File: src/rtl/gcc_pkg.sv
package gcc_pkg;
  localparam int CFG_W = 13;
  localparam int CTL_W = 8;

  // Control byte layout; bit 0 is the least significant member (xfer)
  typedef struct packed {
    logic spare;
    logic db;
    logic da;
    logic sclk;
    logic load;
    logic run_n;
    logic en;
    logic xfer;
  } ctl_t;
endpackage

File: src/rtl/gcc_rst_sync.sv
module gcc_rst_sync #(
  parameter int STAGES = 2
) (
  input  logic clk,
  input  logic rst_n,
  output logic rst_n_sync
);
  logic [STAGES-1:0] sync_q;

  always_ff @(posedge clk or negedge rst_n) begin
    if (!rst_n) sync_q <= '0;
    else        sync_q <= {sync_q[STAGES-2:0], 1'b1};
  end

  assign rst_n_sync = sync_q[STAGES-1];
endmodule

File: src/rtl/gcc_ctl.sv
module gcc_ctl
  import gcc_pkg::*;
#(
  parameter logic [CTL_W-1:0] CTL_ADDR = 8'h13
) (
  input  logic             clk,
  input  logic             rst_n,
  input  logic             wr_stb,
  input  logic [CTL_W-1:0] wr_addr,
  input  logic [CTL_W-1:0] wr_data,
  output logic             ctl_en_o,
  output logic             shift_en_o,
  output logic             clr_en_o,
  output logic             load_en_o,
  output logic [1:0]       din_o
);
  ctl_t ctl_q, ctl_d;
  logic ctl_we;
  logic sclk_prev_q, sclk_prev_d;
  logic load_prev_q, load_prev_d;
  logic unused_bits;

  // next state
  always_comb begin
    ctl_we      = wr_stb && (wr_addr == CTL_ADDR);
    ctl_d       = ctl_t'(wr_data);
    sclk_prev_d = ctl_q.sclk;
    load_prev_d = ctl_q.load;
  end

  // registers
  always_ff @(posedge clk or negedge rst_n) begin
    if (!rst_n) begin
      ctl_q       <= '0;
      sclk_prev_q <= 1'b0;
      load_prev_q <= 1'b0;
    end else begin
      if (ctl_we) ctl_q <= ctl_d;
      sclk_prev_q <= sclk_prev_d;
      load_prev_q <= load_prev_d;
    end
  end

  // strobes
  always_comb begin
    ctl_en_o   = ctl_q.en;
    clr_en_o   = ctl_q.en && !ctl_q.run_n;
    shift_en_o = ctl_q.en && ctl_q.run_n && ctl_q.sclk && !sclk_prev_q;
    load_en_o  = ctl_q.en && ctl_q.load && !load_prev_q;
    din_o      = {ctl_q.db, ctl_q.da};
  end

  assign unused_bits = ^{ctl_q.spare, ctl_q.xfer};
endmodule

File: src/rtl/gcc_chain.sv
module gcc_chain
  import gcc_pkg::*;
#(
  parameter int               NPADS   = 4,
  parameter logic [CFG_W-1:0] CFG_RST = 13'h1809,
  localparam int              CHAIN_W = NPADS * CFG_W
) (
  input  logic               clk,
  input  logic               rst_n,
  input  logic               shift_en,
  input  logic               clr_en,
  input  logic               load_en,
  input  logic               din,
  output logic [CHAIN_W-1:0] stage_o,
  output logic [CHAIN_W-1:0] cfg_o
);
  logic [CHAIN_W-1:0] stage_q, stage_d;
  logic               stage_we;

  // next state: clear wins over shift
  always_comb begin
    stage_we = shift_en || clr_en;
    if (clr_en) stage_d = '0;
    else        stage_d = {stage_q[CHAIN_W-2:0], din};
  end

  always_ff @(posedge clk or negedge rst_n) begin
    if (!rst_n)        stage_q <= '0;
    else if (stage_we) stage_q <= stage_d;
  end

  assign stage_o = stage_q;

  // per-slot active configuration
  for (genvar p = 0; p < NPADS; p++) begin : g_slot
    logic [CFG_W-1:0] act_q, act_d;

    always_comb act_d = stage_q[p*CFG_W +: CFG_W];

    always_ff @(posedge clk or negedge rst_n) begin
      if (!rst_n)       act_q <= CFG_RST;
      else if (load_en) act_q <= act_d;
    end

    assign cfg_o[p*CFG_W +: CFG_W] = act_q;
  end
endmodule

File: src/rtl/gpio_cfg_chain_ctrl.sv
module gpio_cfg_chain_ctrl
  import gcc_pkg::*;
#(
  parameter int               NPADS    = 4,
  parameter logic [CTL_W-1:0] CTL_ADDR = 8'h13,
  parameter logic [CFG_W-1:0] CFG_RST  = 13'h1809
) (
  input  logic                     clk,
  input  logic                     rst_n,
  input  logic                     wr_stb,
  input  logic [CTL_W-1:0]         wr_addr,
  input  logic [CTL_W-1:0]         wr_data,
  output logic [NPADS*CFG_W-1:0]   cfg_a_o,
  output logic [NPADS*CFG_W-1:0]   cfg_b_o
);
  localparam int CHAIN_W = NPADS * CFG_W;
  localparam int NCHAIN  = 2;

  logic                           rst_n_s;
  logic                           ctl_en;
  logic                           shift_en;
  logic                           clr_en;
  logic                           load_en;
  logic [NCHAIN-1:0]              din_c;
  logic [NCHAIN-1:0][CHAIN_W-1:0] stage_c;
  logic [NCHAIN-1:0][CHAIN_W-1:0] cfg_c;

  gcc_rst_sync #(.STAGES(2)) u_rst (
    .clk        (clk),
    .rst_n      (rst_n),
    .rst_n_sync (rst_n_s)
  );

  gcc_ctl #(.CTL_ADDR(CTL_ADDR)) u_ctl (
    .clk        (clk),
    .rst_n      (rst_n_s),
    .wr_stb     (wr_stb),
    .wr_addr    (wr_addr),
    .wr_data    (wr_data),
    .ctl_en_o   (ctl_en),
    .shift_en_o (shift_en),
    .clr_en_o   (clr_en),
    .load_en_o  (load_en),
    .din_o      (din_c)
  );

  for (genvar c = 0; c < NCHAIN; c++) begin : g_chain
    gcc_chain #(.NPADS(NPADS), .CFG_RST(CFG_RST)) u_chain (
      .clk      (clk),
      .rst_n    (rst_n_s),
      .shift_en (shift_en),
      .clr_en   (clr_en),
      .load_en  (load_en),
      .din      (din_c[c]),
      .stage_o  (stage_c[c]),
      .cfg_o    (cfg_c[c])
    );
  end

  assign cfg_a_o = cfg_c[0];
  assign cfg_b_o = cfg_c[1];
endmodule

File: config.mk
export PLATFORM = sky130hd
export DESIGN_NAME = gpio_cfg_chain_ctrl
export DESIGN_NICKNAME = d
export VERILOG_FILES = /design/src/rtl/gcc_pkg.sv /design/src/rtl/gcc_rst_sync.sv /design/src/rtl/gcc_ctl.sv /design/src/rtl/gcc_chain.sv /design/src/rtl/gpio_cfg_chain_ctrl.sv
export SDC_FILE = /design/constraint.sdc
export NUM_CORES = 1
export LEC_CHECK = 0
export BUFFER_PORTS_ARGS = -buffer_cell sky130_fd_sc_hd__buf_4
export CORE_MARGIN = 1
export CORE_UTILIZATION = 57
export CTS_CLUSTER_SIZE = 24
export DETAILED_ROUTE_END_ITERATION = 16
export GPL_TIMING_DRIVEN = 1
export PLACE_DENSITY = 0.88
export SKIP_LAST_GASP = 1
export SLEW_MARGIN = 10
export SYNTH_ARGS = -nofsm -noshare
export SYNTH_HDL_FRONTEND = slang
export SYNTH_HIERARCHICAL = 1
export SYNTH_SLANG_ARGS = --single-unit
File: constraint.sdc
create_clock -name clk -period 7.19 [get_ports clk]
set_input_delay 0.719 -clock clk [delete_from_list [all_inputs] [get_ports clk]]
set_output_delay 0.719 -clock clk [all_outputs]
set_load 0.1 [all_outputs]
==> results.sh, run 1 <==
export IMPL_status="finished, final reports clean"
export IMPL_antenna_found_initial=0
export IMPL_synth_common_cells="186 x dfrtp_1, 105 x nor2_1, 104 x mux2i_1, 100 x mux2_4, 32 x dfstp_2"
export IMPL_crit_required_ns=7.56
export IMPL_async_flop_share=1.00
export IMPL_clock_sinks=218
export IMPL_p_comb_frac=0.015
export IMPL_vias_per_cell=5.20
export IMPL_clock_skew_ns=0.0211
export IMPL_setup_violations=0
export IMPL_grt_ovfl_total=0
export IMPL_dr_pass1_iters=4
export IMPL_rsz0062_at_grt="false"
export IMPL_p_sw_w=0.000508
export IMPL_clock_path_buffers=3
export IMPL_die_h_um=128
export IMPL_p_per_area_nw_per_um2=235
export IMPL_vias=4803
export IMPL_root_buffer="clkbuf_16"
export IMPL_port_buffers=120
export IMPL_synth_edf_count=0
export IMPL_core_area_um2=15400
export IMPL_max_slew_worst_pin_slew_ns=1.22
export IMPL_cp_buffers_inverters=1
export IMPL_irDropWorstVdd_uv=232
export IMPL_leakagePower_nw=5.17
export IMPL_cp_top_family="simple AND/OR/NAND/NOR gates"
export IMPL_wl_per_cell_um=17.5
export IMPL_synth_top_area_cell="dfrtp_1"
export IMPL_gp_congestion=0.721
export IMPL_slew_headroom=0.183
export IMPL_path_class="flip-flop to flip-flop"
export IMPL_synth_nets=601
export IMPL_drc=0
export IMPL_hp_class="flip-flop to flip-flop"
export IMPL_synth_most_common_cell="dfrtp_1"
export IMPL_tns_ns=0
export IMPL_grt_pass1_vias=5054
export IMPL_avgSynthCellArea_um2=15.6
export IMPL_internal_power_w=0.00200
export IMPL_drt_first_iter_violations=297
export IMPL_slew_viol_final=0
export IMPL_period_needed_ns=2.89
export IMPL_io_pins=123
export IMPL_diodes=0
export IMPL_pwr_share_seq=0.495
export IMPL_synth_seq_cells=218
export IMPL_row_count=45
export IMPL_cts_buffers=23
export IMPL_cts_resized=0
export IMPL_clkTransAtPathRegs_ns=0.06
export IMPL_synthFlopType="dfrtp_1"
export IMPL_die_width_um=128
export IMPL_max_freq_ghz=0.346
export IMPL_syn_inst=582
export IMPL_slowest_delay_ns=1.00
export IMPL_swShare=0.203
export IMPL_areaGrowthSynthToFinish_pct=17.6
export IMPL_ant_nets=0
export IMPL_grt_pass1_wl_um=26900
export IMPL_synthesis_area_um2=9070
export IMPL_start_kind="flip-flop"
export IMPL_hold_slack_ns=0.359
export IMPL_clk_latency_ns=0.51
export IMPL_tritoncts="yes"
export IMPL_critical_path_cell_chain="and4b_4 > buf_4 > mux2i_1 > nor2_1"
export IMPL_hold_violations=0
export IMPL_p_clk_frac=0.490
export IMPL_layout_nets=715
export IMPL_grt_usage=0.205
export IMPL_yosys_area_top_type_share=0.513
export IMPL_yosysWarnings=6
export IMPL_layout_drive_gt1_share=0.440
export IMPL_timing_final_crit_share=0.402
export IMPL_crit_arrival_ns=3.26
export IMPL_cp_slowest_cell="and4b_4"
export IMPL_critical_path_peak_fanout=53
export IMPL_wl_um=16100
export IMPL_end_kind="flip-flop"
export IMPL_start_util=0.590
export IMPL_ys_seq_area_frac=0.606
export IMPL_h_tree_depth=1
export IMPL_grt_max_degree=93
export IMPL_yosys_cell_types_count=19
export IMPL_synth_top_cells_by_area="dfrtp_1 51%, mux2_4 17%, mux2i_1 11%, dfstp_2 9.3%, nor2_1 4.3%"
export IMPL_drv_cap=0
export IMPL_dieArea_um2=16400
export IMPL_post_dp_hpwl_um=9770
[power by group through the flow]
stage,combinational (W),clock [W],sequential (W)
final,0.0000381,0.00123,0.00124
after global routing,0.0000434,0.00131,0.00124
after CTS,0.0000393,0.00126,0.00124
after detailed placement,0.0000387,0,0.00126
after global placement,0.0000370,0,0.00126
after floorplan,0.0000138,0,0.00127
[worst reg2reg max path, cell delays in order (launching register included)]
cell	delay [ns]
dfrtp_1	0.45
and4b_4	1.00
buf_4	0.87
mux2i_1	0.38
nor2_1	0.07
[placed cells by master (no fill, tap or decap), types with 3 or more instances in the layout]
| cell type | n |
|---|---|
| dfrtp_1 | 185 |
| dfstp_2 | 32 |
| bufinv_16 | 3 |
| clkbuf_16 | 23 |
| clkinv_2 | 5 |
| mux2_4 | 100 |
| nor2_1 | 104 |
| clkbuf_8 | 6 |
| buf_4 | 125 |
| mux2_2 | 10 |
| mux2i_1 | 104 |
[flip-flops by register name (all words and copies together) (netlist names)]
signal                        flops
u_rst/sync_q                      2
u_ctl/sclk_prev_d                 1
u_ctl/sclk_prev_q                 1
u_ctl/load_prev_d                 1
u_ctl/ctl_en_o                    1
g_chain.u_chain/g_slot.act_q    104
u_ctl/load_prev_q                 1
g_chain.u_chain/stage_o         104
u_ctl/ctl_q                       1
u_ctl/din_o                       2
[per-stage QoR]
step	std cells	area, um2	util	total power, W	worst slack [ns]
after floorplan	582	9070	-	0.00128	0.721
after global placement	881	9840	0.640	0.00130	4.48
after detailed placement	881	9840	0.640	0.00130	4.35
after CTS	923	10700	0.693	0.00254	4.31
after global routing	923	10700	0.693	0.00259	4.15
final	923	10700	0.693	0.00251	4.30
[per-layer routing]
metal	global-route usage	up-vias	share of wire	routed length, um
met4	0.0505	0	0.019	306
li1	-	2198	-	-
met2	0.346	85	0.51	8220
met3	0.0330	18	0.028	446
met1	0.280	2502	0.44	7180
met5	0	-	0	0
[path summary, 6_finish.rpt]
path | startpoint | endpoint | slack [ns] | cells after the start
worst max register to register | u_ctl/ctl_q[2] | g_chain[0].u_chain/stage_o[24] | 4.30 | 4
min in group asynchronous | u_rst/sync_q[1] | g_chain[1].u_chain/g_slot[0].act_q[5] | 0.44 | 0
worst min-delay path | u_rst/sync_q[0] | u_rst/sync_q[1] | 0.36 | 0
worst max-delay path | u_ctl/ctl_q[2] | g_chain[0].u_chain/stage_o[24] | 4.30 | 4
max in group asynchronous | u_rst/sync_q[1] | g_chain[1].u_chain/g_slot[1].act_q[6] | 5.43 | 1
worst min register to register | u_rst/sync_q[0] | u_rst/sync_q[1] | 0.36 | 0
[kinds of logic (layout without fill, tap and decap cells)]
| logic type | Yosys count | after routing | synth area share |
|---|---|---|---|
| mux | 214 | 214 | 0.293 |
| simple gates | 111 | 111 | 0.0501 |
| other cells | 1 | 1 | 0.000414 |
| flops | 218 | 218 | 0.606 |
| buf+inv | 38 | 168 | 0.0505 |
[cell type report]
type                            instances  area, um2
Multi-Input combinational cell        326       3130
Sequential cell                       218       5500
Fill cell                            1016       4710
Clock inverter                         11        143
Tap cell                              211        264
Timing Repair Buffer                  127        960
Clock buffer                           30        662
[timing repair]
| action | 4_1_cts | 5_1_grt |
|---|---|---|
| endpoints found under the hold margin | 2 | 0 |
| buffers inserted | 0 | 0 |
| hold buffers | 1 | 0 |
(Power assumes the default switching activity.)
==> run 2, diff against run 1 <==
- clock period: 7.19 -> 2.7 ns (I/O delays scaled with it)
==> run 2 against run 1 <==
Sequential power rose to 2.7 times the previous value. First-iteration DRC count is 1.0% higher. Highest routed layer unchanged. Clock power up 140%. Sequential share of layout area fell by 0.19 points. Critical path type unchanged. Critical endpoint is now g_chain[1].u_chain/stage_o[31]. Final area increased by 0.36%. Power rose to 2.5 times the previous value.
==> results.sh, run 2 (synthesis gave the netlist of run 1 again) <==
export IMPL_vias=4808
export IMPL_layout_drive_gt1_share=0.427
export IMPL_drt_first_iter_violations=300
export IMPL_grt_pass1_wl_um=26700
export IMPL_dieArea_um2=16400
export IMPL_vias_per_cell=5.16
export IMPL_setup_slack_ns=1.08
export IMPL_max_freq_ghz=0.617
export IMPL_period_needed_ns=1.62
export IMPL_hold_violations=0
export IMPL_fillers=1041
export IMPL_tns_ns=0
export IMPL_row_count=45
export IMPL_layout_common_cells="185 x dfrtp_1, 123 x buf_4, 104 x mux2i_1, 104 x nor2_1, 100 x mux2_4"
export IMPL_post_dp_hpwl_um=9690
export IMPL_root_buffer="clkbuf_16"
export IMPL_rsz0062_at_grt="false"
export IMPL_start_util=0.590
export IMPL_cts_resized=0
export IMPL_wl_per_cell_um=17.3
export IMPL_cts_buffers=23
export IMPL_clock_sinks=218
export IMPL_io_pins=123
export IMPL_gp_congestion=0.769
export IMPL_slew_headroom=0.520
export IMPL_grt_usage=0.205
export IMPL_p_per_area_nw_per_um2=595
export IMPL_areaGrowthSynthToFinish_pct=18.0
export IMPL_dpl_worst_slack_ns=1.12
export IMPL_hp_class="input port to flip-flop"
export IMPL_clock_skew_ns=0.0130
export IMPL_ant_nets=0
export IMPL_cts_setup_buffers=0
export IMPL_irDropWorstVdd_uv=446
export IMPL_dr_pass1_iters=5
export IMPL_grt_ovfl_total=0
export IMPL_hold_buffers=6
export IMPL_max_slew_worst_pin_slew_ns=0.720
export IMPL_tritoncts="yes"
export IMPL_diodes=0
export IMPL_slew_viol_final=0
export IMPL_status="finished, final reports clean"
export IMPL_drc=0
export IMPL_grt_max_degree=94
export IMPL_clkTransAtPathRegs_ns=0.06
export IMPL_path_class="flip-flop to flip-flop"
export IMPL_core_area_um2=15400
export IMPL_timing_final_crit_share=0.600
export IMPL_regArea_um2=5500
export IMPL_grt_pass1_vias=5176
export IMPL_start_kind="flip-flop"
export IMPL_setup_violations=0
export IMPL_antenna_found_initial=0
export IMPL_leakagePower_nw=5.17
export IMPL_crit_arrival_ns=1.98
export IMPL_layout_commonest_cell="dfrtp_1"
export IMPL_h_tree_depth=1
export IMPL_end_kind="flip-flop"
export IMPL_drv_cap=0
export IMPL_die_h_um=128
export IMPL_layout_nets=723
export IMPL_port_buffers=120
export IMPL_die_width_um=128
export IMPL_clock_path_buffers=3
export IMPL_wl_um=16100
export IMPL_clk_latency_ns=0.51
export IMPL_crit_required_ns=3.06
export IMPL_multi_input_area_um2=3130
export IMPL_critical_path_peak_fanout=60
==> run 2: final timing paths <==
kind                                    from                                     end  slack [ns]  cells after the start
min in group asynchronous              rst_n                         u_rst/sync_q[0]        0.10                      2
max reg2reg                u_ctl/sclk_prev_q          g_chain[1].u_chain/stage_o[31]        1.08                      4
max in group asynchronous    u_rst/sync_q[1]  g_chain[0].u_chain/g_slot[1].act_q[12]        1.60                      1
min                               wr_data[5]                          u_ctl/din_o[0]        0.03                      2
max                        u_ctl/sclk_prev_q          g_chain[1].u_chain/stage_o[31]        1.08                      4
min reg2reg                  u_rst/sync_q[1]          g_chain[0].u_chain/stage_o[46]        0.28                      0
==> run 2: worst max-delay path, stage by stage, from the launching register on <==
cell     delay, ns
dfrtp_1       0.36
and4b_4       0.36
buf_12        0.35
mux2i_1       0.28
nor2_1        0.06
==> run 2: area by class of cell <==
class                           instances  share of cell area
Timing Repair Buffer                  135               0.103
Multi-Input combinational cell        326               0.293
Clock buffer                           34              0.0586
Clock inverter                          8             0.00678
Tap cell                              211              0.0247
Sequential cell                       218               0.514
==> run 2: per-layer routing <==
metal / global-route usage / routed length, um
met1: 0.282 / 7190
met2: 0.338 / 7960
met3: 0.0326 / 618
met4: 0.0609 / 313
met5: 0 / 0
==> run 2: metrics by stage <==
stage	instances	hold slack [ns]	area, um2	power [W]	utilization
final	932	0.0266	10700	0.00636	0.696
after global routing	932	0.0103	10700	0.00659	0.696
after CTS	932	0.00942	10700	0.00643	0.696
after detailed placement	884	0.0543	9940	0.00347	0.647
after global placement	884	0.0532	9940	0.00346	0.647
after floorplan	582	-0.0256	9070	0.00342	-
==> run 2: power breakdown <==
part | leakage (nW) | total (W) | switching (W) | internal [W]
clock | 0.345 | 0.00295 | 0.00124 | 0.00171
sequential | 2.92 | 0.00329 | 0.0000138 | 0.00328
combinational | 1.90 | 0.000123 | 0.0000853 | 0.0000376
total | 5.17 | 0.00636 | 0.00134 | 0.00503
